[config.mk]
export PLATFORM = sky130hd
export DESIGN_NAME = irq_aggregator
export DESIGN_NICKNAME = d
export VERILOG_FILES = /design/src/rtl/irq_agg_pkg.sv /design/src/rtl/irq_addr_decode.sv /design/src/rtl/irq_level_track.sv /design/src/rtl/irq_enable_reg.sv /design/src/rtl/irq_pending_bank.sv /design/src/rtl/irq_aggregator.sv
export SDC_FILE = /design/constraint.sdc
export NUM_CORES = 1
export LEC_CHECK = 0
export BUFFER_PORTS_ARGS = -buffer_cell sky130_fd_sc_hd__clkbuf_2
export CORE_MARGIN = 4
export CORE_UTILIZATION = 40
export CTS_CLUSTER_DIAMETER = 150
export CTS_CLUSTER_SIZE = 20
export DETAILED_ROUTE_END_ITERATION = 12
export PLACE_DENSITY = 0.65
export SLEW_MARGIN = 30
export SYNTH_ARGS = -nofsm -noshare
export SYNTH_HDL_FRONTEND = slang
export SYNTH_HIERARCHICAL = 1
export SYNTH_SLANG_ARGS = --single-unit
[constraint.sdc]
create_clock -name clk -period 5.6 [get_ports clk]
set_input_delay 0.84 -clock clk [delete_from_list [all_inputs] [get_ports clk]]
set_output_delay 0.84 -clock clk [all_outputs]
set_load 0.05 [all_outputs]
[src/rtl/irq_agg_pkg.sv]
// Package: shared types and constants for the interrupt aggregator.
// Assumes a 32-bit register port with byte offsets that fit in 8 bits.
package irq_agg_pkg;

    // Which register a port access targets.
    typedef enum logic [1:0] {
        SEL_NONE    = 2'd0,
        SEL_ENABLE  = 2'd1,
        SEL_PENDING = 2'd2,
        SEL_LEVEL   = 2'd3
    } reg_sel_e;

    // Bits that software may set in the enable and pending registers.
    localparam logic [31:0] WRITABLE_MASK = 32'h000F_EEFF;

endpackage

[src/rtl/irq_addr_decode.sv]
// Module: irq_addr_decode
// Maps a byte offset onto one of the block's registers. The decode is
// purely combinational and is shared by the read path and the write path.
// Assumes that the three offsets are distinct.
module irq_addr_decode
    import irq_agg_pkg::*;
#(
    parameter int          ADDR_W     = 8,
    parameter logic [ADDR_W-1:0] OFS_ENABLE  = 8'hC0,
    parameter logic [ADDR_W-1:0] OFS_PENDING = 8'hD0,
    parameter logic [ADDR_W-1:0] OFS_LEVEL   = 8'hE8
) (
    input  logic [ADDR_W-1:0] addr,
    output reg_sel_e          sel
);

    // Compare the offset against each register and pick one.
    always_comb begin
        if (addr == OFS_ENABLE)       sel = SEL_ENABLE;
        else if (addr == OFS_PENDING) sel = SEL_PENDING;
        else if (addr == OFS_LEVEL)   sel = SEL_LEVEL;
        else                          sel = SEL_NONE;
    end

endmodule

[src/rtl/irq_level_track.sv]
// Module: irq_level_track
// Samples the external request lines once per clock into the level
// register. Assumes the lines are already synchronous to clk.
module irq_level_track #(
    parameter int NUM_LINES = 16
) (
    input  logic                 clk,
    input  logic                 rst_n,
    input  logic [NUM_LINES-1:0] lines_in,
    output logic [NUM_LINES-1:0] level_q
);

    // Capture the present line levels, or clear them during reset.
    always_ff @(posedge clk) begin
        if (!rst_n) level_q <= '0;
        else        level_q <= lines_in;
    end

    // the level register follows the lines one cycle later.
    a_r1_level_follows: assert property (@(posedge clk) disable iff (!rst_n)
        1'b1 |=> level_q == $past(lines_in));

endmodule

[src/rtl/irq_enable_reg.sv]
// Module: irq_enable_reg
// Holds the per-bit enable (mask) register. A write replaces the whole
// register with masked data. Assumes wr_en is already qualified by the
// address decode.
module irq_enable_reg #(
    parameter int          DATA_W = 32,
    parameter logic [DATA_W-1:0] WMASK = 32'h000F_EEFF
) (
    input  logic              clk,
    input  logic              rst_n,
    input  logic              wr_en,
    input  logic [DATA_W-1:0] wdata,
    output logic [DATA_W-1:0] en_q
);

    // Load masked write data, or hold the value.
    always_ff @(posedge clk) begin
        if (!rst_n)     en_q <= '0;
        else if (wr_en) en_q <= wdata & WMASK;
    end

    // a write leaves exactly the masked data in the register.
    a_r6_write_masked: assert property (@(posedge clk) disable iff (!rst_n)
        wr_en |=> en_q == ($past(wdata) & WMASK));

    // the register holds its value when no write targets it.
    a_r6_hold: assert property (@(posedge clk) disable iff (!rst_n)
        !wr_en |=> $stable(en_q));

endmodule

[src/rtl/irq_pending_bank.sv]
// Module: irq_pending_bank
// Sticky pending register. A line bit is latched while the line is high
// and enabled. A software write replaces the register with masked data.
// A hardware set in the same cycle still wins. Bits above NUM_LINES can
// only be changed by software. Assumes NUM_LINES <= DATA_W.
module irq_pending_bank #(
    parameter int          NUM_LINES = 16,
    parameter int          DATA_W    = 32,
    parameter logic [DATA_W-1:0] WMASK = 32'h000F_EEFF
) (
    input  logic                 clk,
    input  logic                 rst_n,
    input  logic [NUM_LINES-1:0] lines_in,
    input  logic [NUM_LINES-1:0] en_lines,
    input  logic                 wr_en,
    input  logic [DATA_W-1:0]    wdata,
    output logic [DATA_W-1:0]    pend_q
);

    logic [DATA_W-1:0] hw_set;
    logic [DATA_W-1:0] base;

    // Widen the enabled requests to the register width; bits above the
    // lines receive no hardware set.
    for (genvar b = 0; b < DATA_W; b++) begin : g_set
        if (b < NUM_LINES) begin : g_line
            assign hw_set[b] = lines_in[b] & en_lines[b];
        end else begin : g_soft
            assign hw_set[b] = 1'b0;
        end
    end

    // Take the software value when written, else keep the current value.
    always_comb begin
        base = wr_en ? wdata : pend_q;
    end

    // Merge the sticky hardware sets and apply the writable mask.
    always_ff @(posedge clk) begin
        if (!rst_n) pend_q <= '0;
        else        pend_q <= (base | hw_set) & WMASK;
    end

    // an enabled high line is pending in the next cycle, even
    // when a write lands in the same cycle.
    a_r2_capture: assert property (@(posedge clk) disable iff (!rst_n)
        1'b1 |=> (($past(hw_set) & WMASK & ~pend_q) == '0));

    // without a write, no pending bit is ever cleared.
    a_r4_sticky: assert property (@(posedge clk) disable iff (!rst_n)
        !wr_en |=> (($past(pend_q) & ~pend_q) == '0));

    // without a write, a bit only rises through an enabled high line.
    a_r3_no_unenabled_set: assert property (@(posedge clk) disable iff (!rst_n)
        !wr_en |=> ((pend_q & ~$past(pend_q) & ~$past(hw_set)) == '0));

endmodule

[src/rtl/irq_aggregator.sv]
// Module: irq_aggregator (top)
// Merges NUM_LINES request lines into one interrupt output. It holds a
// level register, an enable register and a sticky pending register, all
// reached through a one-cycle-write, combinational-read register port.
// Assumes a synchronous active-low reset and lines synchronous to clk.
module irq_aggregator
    import irq_agg_pkg::*;
#(
    parameter int NUM_LINES = 16,
    parameter int DATA_W    = 32,
    parameter int ADDR_W    = 8
) (
    input  logic                 clk,
    input  logic                 rst_n,
    input  logic [NUM_LINES-1:0] irq_in,
    input  logic [ADDR_W-1:0]    reg_addr,
    input  logic                 reg_we,
    input  logic [DATA_W-1:0]    reg_wdata,
    output logic [DATA_W-1:0]    reg_rdata,
    output logic                 irq_out
);

    localparam logic [DATA_W-1:0] WMASK  = DATA_W'(WRITABLE_MASK);
    localparam int                PAD_W  = DATA_W - NUM_LINES;

    reg_sel_e             sel;
    logic                 wr_enable;
    logic                 wr_pending;
    logic [NUM_LINES-1:0] level_q;
    logic [DATA_W-1:0]    en_q;
    logic [DATA_W-1:0]    pend_q;

    irq_addr_decode #(.ADDR_W(ADDR_W)) u_decode (
        .addr (reg_addr),
        .sel  (sel)
    );

    // Qualify the write strobe per register.
    always_comb begin
        wr_enable  = reg_we && (sel == SEL_ENABLE);
        wr_pending = reg_we && (sel == SEL_PENDING);
    end

    irq_level_track #(.NUM_LINES(NUM_LINES)) u_level (
        .clk      (clk),
        .rst_n    (rst_n),
        .lines_in (irq_in),
        .level_q  (level_q)
    );

    irq_enable_reg #(.DATA_W(DATA_W), .WMASK(WMASK)) u_enable (
        .clk   (clk),
        .rst_n (rst_n),
        .wr_en (wr_enable),
        .wdata (reg_wdata),
        .en_q  (en_q)
    );

    irq_pending_bank #(.NUM_LINES(NUM_LINES), .DATA_W(DATA_W), .WMASK(WMASK)) u_pending (
        .clk      (clk),
        .rst_n    (rst_n),
        .lines_in (irq_in),
        .en_lines (en_q[NUM_LINES-1:0]),
        .wr_en    (wr_pending),
        .wdata    (reg_wdata),
        .pend_q   (pend_q)
    );

    // Return the selected register; unmapped offsets read zero.
    always_comb begin
        case (sel)
            SEL_ENABLE:  reg_rdata = en_q;
            SEL_PENDING: reg_rdata = pend_q;
            SEL_LEVEL:   reg_rdata = {{PAD_W{1'b0}}, level_q};
            default:     reg_rdata = '0;
        endcase
    end

    // Raise the combined interrupt while any enabled bit is pending.
    always_comb begin
        irq_out = |(pend_q & en_q);
    end

    // a reset edge leaves the output low in the following cycle.
    a_r9_reset_quiet: assert property (@(posedge clk)
        !rst_n |=> !irq_out);

    // a write to an unmapped offset changes neither masked register.
    a_r10_unmapped_write: assert property (@(posedge clk) disable iff (!rst_n)
        (reg_we && sel == SEL_NONE && (irq_in & en_q[NUM_LINES-1:0]) == '0)
        |=> $stable(en_q) && $stable(pend_q));

endmodule

==> key figures, run 1 <==
Clock tree
  • CTS Hold Bufs: 0
  • CTS Root Cell: clkbuf_8
  • PostCTS Resize Cnt: 0
  • Worst-Skew Late Latency: 0.30 ns
  • TritonCTS buffer count: 5
  • Clock sink total: 52
  • H-tree lvl count: 2
  • Max Root-Sink Buffers: 2
  • Setup bufs post-CTS: 0
  • CTS tree: done
  • Clock transition at path regs: 0.09 ns

Drt
  • DRT Pass-1 Iters: 4
  • DRC viols: 0
  • Initial DRC count: 64
  • WL per Instance: 14.8 um
  • Antenna viol nets, final: 0
  • DR vias: 2,100
  • WL final: 6450 um
  • Vias per cell: 4.82

Synth
  • Synth Cell Area: 0.00290 mm2
  • Post-synth EDFFs: 0
  • Async set-or-reset flop fraction in the synthesized netlist: 0
  • Synth Area in Compound Gates: 0.182
  • Mux contribution to synthesized area: 0.187
  • Syn avg cell area: 10.3 um2
  • Most used DFF post-synth: dfxtp_1
  • Cell count after synthesis: 280
  • Register area share after synthesis: 0.359
  • Synth unique cells: 27
  • Adder and majority gate portion of the synthesized area: 0
  • Synthesized flop and latch total: 52
  • Synth warn: 6
  • XOR/XNOR Fraction of Synth Area: 0.00302
  • Simple logic cell fraction of the synthesized area: 0.137
  • Largest family of logic cells by synthesized area: multiplexers

Placement
  • GP Congestion: 0.746
  • Final HPWL DP: 4690 um
  • Number of port buffers: 65

Layout
  • Area grow syn2layout: 11.6%
  • Proportion of layout cells with a drive suffix above 1: 0.312
  • Layout Nets: 398
  • Inserted Diodes: 0
  • Final core utilization: 0.468
  • FILL cells: 713

Floorplan
  • Rows: 30
  • Die Area: 0.00867 mm2
  • Die X: 93.1 um
  • Initial Util: 0.419
  • IO Pins: 92
  • Chip height: 93.1 um
  • Core area: 0.00691 mm2

STA
  • Max Freq: 0.249 GHz
  • Worst Max-Slew Pin Slew: 0.794 ns
  • Fin crit share: 0.716
  • Max-slew violation count: 0
  • Sum Neg Setup Slack: 0 ns
  • Final setup viols: 0
  • RSZ-0062 raised after global routing: no
  • Post-Route Skew: 0.00472 ns
  • Period minus WS final: 4.01 ns
  • Worst slew margin: 0.471
  • Final Hold Fails: 0

Setup path
  • CP Max Fanout: 24
  • WP data required: 4.76 ns
  • Setup CP Type: input port to output port
  • R2R Setup Slk: 4.90 ns
  • Setup crit end kind: output port
  • CP Data Arrival Time: 3.17 ns
  • CP startpoint kind: input port

Run
  • Max cap viols: 0

Run status
  • Status: complete, no violations

Global routing
  • Largest net degree at the start of global routing: 53
  • Antenna violations before repair: 0
  • Overflow left after global routing: 0
  • First-pass GRT wire length: 10,400 um
  • Vias in the first global route: 2,107
  • All-Layer GR Usage: 0.151

Power
  • Max IR drop VDD: 0.130 mV
  • Leak: 1.27 nW
  • Power Density: 202 mW/mm2

Worst hold path
  • Min-Delay Path Class: flip-flop to flip-flop
==> placed cells by master (no fill, tap or decap), types with 4 or more instances in the layout <==
cell type   n
a21boi_0    4
a21boi_1   10
a22o_1     32
a22oi_1    14
and2_1      6
and2_2     12
buf_4       5
clkbuf_2   65
clkbuf_8    6
conb_1     28
dfxtp_1    52
mux2_1      6
mux2_2     10
mux2i_1    36
nand2_1    14
nand4_1     4
nor2b_1    23
==> synthesized netlist by cell type (3+ instances only) <==
cell	number	share of area
clkbuf_1	3	0.0039
a22oi_1	14	0.036
buf_4	29	0.075
nor2b_1	24	0.052
buf_2	3	0.0052
mux2_2	10	0.039
nand2_1	14	0.018
a21boi_1	10	0.026
nand4_1	4	0.0086
mux2_1	6	0.023
a22o_1	32	0.097
dfxtp_1	52	0.36
mux2i_1	36	0.12
and2_2	12	0.031
and2_1	6	0.013
a21boi_0	4	0.010
buf_6	8	0.031
==> worst max-delay path, cell delays in order <==
cell and delay (ns):
clkbuf_2 0.10, or3b_1 0.42, a211oi_4 0.24, buf_4 0.32, nor2b_2 0.54, buf_12 0.25
a22o_1 0.18, clkbuf_2 0.28
==> routing by layer <==
metal	global-route usage	routed length [um]	up-vias
met2	0.252	3010	48
met1	0.198	3080	979
met4	0.0330	28	0
met3	0.0386	336	2
met5	0	0	-
li1	-	-	1071
==> sequential cells by signal (all words and copies together), names as in the netlist <==
register	count
u_pending/pend_q	18
u_enable/en_q	18
u_level/level_q	16
==> path summary, 6_finish.rpt <==
check | from | endpoint | cells past startpoint
worst max register to register | u_pending/pend_q[2] | u_pending/pend_q[2] | 2
worst min register to register | u_enable/en_q[3] | u_pending/pend_q[3] | 2
worst max-delay path | reg_addr[5] | reg_rdata[16] | 8
worst min-delay path | u_enable/en_q[3] | u_pending/pend_q[3] | 2
==> power by group <==
part / internal [mW] / switching (mW) / total [mW]
Sequential: 0.376 / 0.00185 / 0.378
Clock: 0.0989 / 0.121 / 0.220
Combinational: 0.0264 / 0.0295 / 0.0560
Total: 0.502 / 0.152 / 0.654
==> cell families (layout without fill, tap and decap cells) <==
group | after synthesis | in the layout
other cells | 2 | 28
compound gates | 63 | 63
flops | 52 | 52
buf+inv | 45 | 79
mux | 52 | 52
xor+xnor | 1 | 1
simple gates | 65 | 65
==> final cells by class <==
cell class                 count  area [um2]  share of cell area
multi-input combinational    209        1600               0.494
sequential                    52        1040               0.322
timing repair buffer          71         383               0.118
tap                           96         120              0.0372
clock buffer                   6        82.6              0.0256
clock inverter                 2        10.0             0.00310
==> stage by stage <==
| stage | setup WS (ns) | hold WS (ns) | total power, mW | area [um2] | std cells |
|---|---|---|---|---|---|
| after floorplan | 2.30 | 0.452 | 0.430 | 2990 | 306 |
| after global placement | 1.55 | 0.474 | 0.442 | 3140 | 428 |
| after detailed placement | 1.52 | 0.482 | 0.442 | 3140 | 428 |
| after CTS | 1.56 | 0.495 | 0.659 | 3230 | 436 |
| after global routing | 1.48 | 0.524 | 0.685 | 3230 | 436 |
| final | 1.59 | 0.492 | 0.654 | 3230 | 436 |
No activity file was read; power rests on OpenSTA's default activity.
==> run 2: changes to the inputs <==
--- a/config.mk
+++ b/config.mk
@@ -11,7 +11,7 @@
 export CTS_CLUSTER_DIAMETER = 150
 export CTS_CLUSTER_SIZE = 20
 export DETAILED_ROUTE_END_ITERATION = 12
-export PLACE_DENSITY = 0.65
+export PLACE_DENSITY = 0.68
 export SLEW_MARGIN = 30
 export SYNTH_ARGS = -nofsm -noshare
 export SYNTH_HDL_FRONTEND = slang
==> constraint.sdc (replaced) <==
create_clock -name clk -period 3.45 [get_ports clk]
set_input_delay 0.5175 -clock clk [delete_from_list [all_inputs] [get_ports clk]]
set_output_delay 0.5175 -clock clk [all_outputs]
set_load 0.05 [all_outputs]
==> run 2 against run 1 <==
  * Power is 71% higher
  * Design area up 5.4%
  * Non-clock buffer count up 5
  * Sequential share of layout area shrank 1.7 points
  * Wire length rose by 1.2%
  * Worst setup slack worse by 1.0 ns
  * Core utilization grew 2.5 points
  * Clock power rose by 87%
  * First-iteration DRC count grew 23%
  * Critical endpoint is now reg_rdata[13]
  * Largest cell class unchanged
  * Highest routed layer unchanged
==> key figures, run 2 (synthesis results as in run 1) <==
Run status
  • Status: complete, no violations

Drt
  • DR vias: 2,154
  • DRT Pass-1 Iters: 4
  • Initial DRC count: 79
  • Antenna viol nets, final: 0
  • WL final: 6530 um
  • DRC viols: 0
  • Vias per cell: 4.88
  • WL per Instance: 14.8 um

Floorplan
  • Chip height: 93.1 um
  • Initial Util: 0.419
  • IO Pins: 92
  • Die Area: 0.00867 mm2
  • Rows: 30
  • Die X: 93.1 um
  • Core area: 0.00691 mm2

Layout
  • Area grow syn2layout: 17.6%
  • Commonest non-fill, non-tap cell in the layout: clkbuf_2
  • Inserted Diodes: 0
  • Final instance area: 0.00341 mm2
  • Multi-input logic area: 0.00160 mm2
  • FILL cells: 678
  • Seq. cell area: 0.00104 mm2
  • Layout Nets: 403
  • Most frequent cells in the layout: clkbuf_2, dfxtp_1, mux2i_1
  • Proportion of layout cells with a drive suffix above 1: 0.319
  • Top Registers: u_enable/en_q x18, u_pending/pend_q x18, u_level/level_q x16

STA
  • Final Hold Fails: 0
  • Max-slew violation count: 0
  • Max Freq: 0.344 GHz
  • Fin worst setup slack: 0.544 ns
  • Sum Neg Setup Slack: 0 ns
  • Post-Route Skew: 0.00217 ns
  • Worst Max-Slew Pin Slew: 0.794 ns
  • Worst hold margin: 0.423 ns
  • Final setup viols: 0
  • Period minus WS final: 2.91 ns
  • RSZ-0062 raised after global routing: no
  • Fin crit share: 0.842
  • Worst slew margin: 0.470

Setup path
  • CP Data Arrival Time: 2.39 ns
  • CP startpoint kind: input port
  • R2R Setup Slk: 2.76 ns
  • RR Startpoint: u_pending/pend_q[1]
  • Setup crit end kind: output port
  • R2R depth: 2
  • WP data required: 2.93 ns
  • Setup CP Type: input port to output port
  • Reg2Reg Capture Point: u_pending/pend_q[1]
  • CP Max Fanout: 17

Placement
  • Pre-CTS WS: 0.526 ns
  • GP Congestion: 0.731
  • Placed cell areas: 0.00330 mm2
  • Final HPWL DP: 4930 um
  • Number of port buffers: 65

Worst hold path
  • Worst Hold Launch: irq_in[12]
  • Min-Delay Path Class: input port to flip-flop
  • Cell depth of the worst min-delay path: 2
  • Worst Hold End: u_level/level_q[12]

Clock tree
  • CTS Root Cell: clkbuf_8
  • H-tree lvl count: 2
  • Clock sink total: 52
  • Setup bufs post-CTS: 0
  • PostCTS Resize Cnt: 0
  • Worst-Skew Late Latency: 0.30 ns
  • CTS Hold Bufs: 0
  • Clock transition at path regs: 0.09 ns
  • CTS tree: done
  • Max Root-Sink Buffers: 2
  • TritonCTS buffer count: 5

Global routing
  • GR Util met1: 0.209
  • Antenna violations before repair: 0
  • Largest net degree at the start of global routing: 53
  • GR peak layer: met2
  • Routing usage on met3: 0.0378
  • Met2 Use GR: 0.251
  • First-pass GRT wire length: 10,700 um
  • Vias in the first global route: 2,156
  • All-Layer GR Usage: 0.155
  • Overflow left after global routing: 0

Power
  • Clock share of power: 0.369
  • Switching fraction of total power: 0.221
  • Power Density: 328 mW/mm2
  • Leak: 1.33 nW
  • Comb pwr share: 0.081
  • Int Power: 0.870 mW
  • Switch Pwr: 0.247 mW
  • Register share of total power: 0.550
  • Max IR drop VDD: 0.149 mV

Run
  • Max cap viols: 0
==> run 2: cell count changes in the layout (fill, tap and decap cells not counted) <==
cell / before / now
clkbuf_1: 0 / 1
bufinv_16: 0 / 1
clkbuf_2: 65 / 56
clkbuf_8: 6 / 5
buf_12: 1 / 9
clkinv_2: 2 / 1
buf_4: 5 / 11
==> run 2: power by group through the flow <==
stage	Combinational [mW]	Sequential (mW)	Clock, mW
3_3_place_gp	0.0884	0.628	0
3_5_place_dp	0.0897	0.628	0
4_1_cts	0.0899	0.614	0.425
5_1_grt	0.102	0.615	0.449
6_report	0.0905	0.614	0.412
2_1_floorplan	0.0717	0.627	0
==> run 2: per-layer routing <==
metal	vias up	share of wire
met5	-	0
met4	0	0.0078
met3	6	0.047
met2	48	0.47
met1	1015	0.48
li1	1085	-
==> run 2: area by class of cell <==
class                           instances  share of cell area
Sequential cell                        52               0.306
Clock inverter                          2              0.0103
Timing Repair Buffer                   76               0.159
Clock buffer                            6              0.0213
Tap cell                               96              0.0353
Multi-Input combinational cell        209               0.468
==> run 2: worst max-delay path, stage by stage <==
cell	delay [ns]
clkbuf_2	0.10
or3b_1	0.42
a211oi_4	0.26
buf_4	0.31
mux2_1	0.35
a22o_1	0.19
clkbuf_2	0.23
==> run 2: how the worst max path moves through the flow <==
stage	from	end	slack, ns
after detailed placement	reg_addr[5]	reg_rdata[19]	0.53
after global placement	reg_addr[5]	reg_rdata[6]	0.54
after global routing	reg_addr[5]	reg_rdata[5]	0.44
final	reg_addr[5]	reg_rdata[13]	0.54
after floorplan	reg_addr[5]	reg_rdata[0]	0.79
after CTS	reg_addr[5]	reg_rdata[19]	0.52
==> run 2: per-stage QoR <==
step / instances / util / power (mW)
2_1_floorplan: 306 / - / 0.699
3_3_place_gp: 433 / 0.478 / 0.716
3_5_place_dp: 433 / 0.478 / 0.718
4_1_cts: 441 / 0.493 / 1.13
5_1_grt: 441 / 0.493 / 1.17
6_report: 441 / 0.493 / 1.12
==> run 3: changes to the inputs <==
==> constraint.sdc (replaced) <==
create_clock -name clk -period 2.3 [get_ports clk]
set_input_delay 0.345 -clock clk [delete_from_list [all_inputs] [get_ports clk]]
set_output_delay 0.345 -clock clk [all_outputs]
set_load 0.05 [all_outputs]
==> run 3 against run 2 <==
  * The flow now finishes with violations (setup timing)
  * Clock skew is essentially flat
  * Non-clock buffer count up 15
  * Design area increased by 11%
  * Clock power is 32% higher
  * Register-to-register slack lost 1.1 ns
  * Worst setup slack lost 0.66 ns
  * Sequential power is 50% higher
  * Sequential share of layout area down 3.1 points
==> key figures, run 3 (synthesis results as in run 1) <==
Run status
  • Status: finished with violations
  • Failing checks: setup timing

Clock tree
  • Clock transition at path regs: 0.09 ns
  • CTS Root Cell: clkbuf_8
  • TritonCTS buffer count: 5
  • Worst-Skew Late Latency: 0.29 ns
  • Clock sink total: 52
  • CTS tree: done
  • CTS Hold Bufs: 0
  • H-tree lvl count: 2
  • Max Root-Sink Buffers: 2

Placement
  • Placed insts: 443
  • Final HPWL DP: 5110 um
  • GP Congestion: 0.733
  • Number of port buffers: 65
  • Pre-CTS WS: -0.246 ns
  • Placed cell areas: 0.00344 mm2

Global routing
  • Vias in the first global route: 2,268
  • All-Layer GR Usage: 0.164
  • First-pass GRT wire length: 11,300 um
  • Antenna violations before repair: 0
  • Overflow left after global routing: 0
  • Largest net degree at the start of global routing: 53

Power
  • Power Density: 427 mW/mm2
  • Max IR drop VDD: 0.208 mV
  • Tot Pwr: 1.62 mW
  • Leak: 1.51 nW

Setup path
  • CP Max Fanout: 7
  • CP Data Arrival Time: 2.07 ns
  • CP startpoint kind: input port
  • Setup crit end kind: output port
  • Setup CP Type: input port to output port
  • WP data required: 1.96 ns

Drt
  • DR vias: 2,251
  • Antenna viol nets, final: 0
  • WL per Instance: 15.2 um
  • DRT Pass-1 Iters: 4
  • Initial DRC count: 45
  • DRC viols: 0
  • Vias per cell: 4.94
  • WL final: 6930 um

STA
  • Post-Route Skew: 0.00255 ns
  • Final Hold Fails: 0
  • Fin crit share: 1.05
  • RSZ-0062 raised after global routing: yes
  • Period minus WS final: 2.42 ns
  • Worst Max-Slew Pin Slew: 0.824 ns
  • Max-slew violation count: 0
  • Worst slew margin: 0.450
  • Final setup viols: 18
  • Fin worst setup slack: -0.117 ns
  • Max Freq: 0.414 GHz

Floorplan
  • Rows: 30
  • IO Pins: 92
  • Die Area: 0.00867 mm2
  • Die X: 93.1 um
  • Initial Util: 0.419
  • Chip height: 93.1 um
  • Core area: 0.00691 mm2

Run
  • Max cap viols: 0

Layout
  • Top Registers: u_enable/en_q x18, u_pending/pend_q x18, u_level/level_q x16
  • Area grow syn2layout: 30.8%
  • Proportion of layout cells with a drive suffix above 1: 0.419
  • Non-Filler Instances: 456
  • Most frequent cells in the layout: dfxtp_1, clkbuf_2, mux2i_1
  • Seq. cell area: 0.00104 mm2
  • Layout Nets: 418
  • Commonest non-fill, non-tap cell in the layout: dfxtp_1
  • Multi-input logic area: 0.00172 mm2
  • FILL cells: 662
  • Inserted Diodes: 0
  • Final instance area: 0.00379 mm2

Worst hold path
  • Min-Delay Path Class: input port to flip-flop
==> run 3: repair_timing <==
item,in CTS,in global routing
pin swaps,3,1
cloned,0,0
buffers inserted,5,0
resized for setup,36,13
setup endpoints to repair,19,20
==> run 3: worst paths after layout <==
path                        startpoint                    to  slack [ns]  depth (start not counted)
setup reg to reg  u_pending/pend_q[15]  u_pending/pend_q[15]        1.61                          2
hold / removal              irq_in[12]   u_level/level_q[12]        0.25                          2
hold reg to reg      u_enable/en_q[10]  u_pending/pend_q[10]        0.50                          2
setup / recovery           reg_addr[5]          reg_rdata[4]       -0.12                          7
==> run 3: layer usage <==
layer  up-vias  routed length [um]  global-route usage
met5         -                   0                   0
met4         0                  25              0.0293
met3         2                 371              0.0402
met2        48                3500               0.277
met1      1081                3020               0.213
li1       1120                   -                   -
==> run 3: critical path, stage by stage <==
cell	delay (ns)
buf_6	0.09
or3b_4	0.40
a211oi_4	0.31
buf_6	0.20
mux2_2	0.35
a22o_4	0.23
buf_12	0.14
==> run 3: per-stage QoR <==
step / util / TNS [ns] / hold slack, ns
6_report: 0.549 / -1.56 / 0.253
3_3_place_gp: 0.498 / -5.38 / 0.471
5_1_grt: 0.549 / -2.31 / 0.261
3_5_place_dp: 0.498 / -7.19 / 0.481
2_1_floorplan: - / 0 / 0.452
4_1_cts: 0.542 / -1.68 / 0.244
==> run 3: final cells by class <==
type                    count  area share
repair buffers             91       0.213
clock buffers               6      0.0218
clock inverters             2     0.00396
well taps                  96      0.0317
flip-flops and latches     52       0.275
multi-input cells         209       0.455
==> run 3: power breakdown <==
group | switching, mW | internal [mW]
Clock | 0.301 | 0.244
Sequential | 0.00541 | 0.916
Combinational | 0.0746 | 0.0758
Total | 0.381 | 1.24
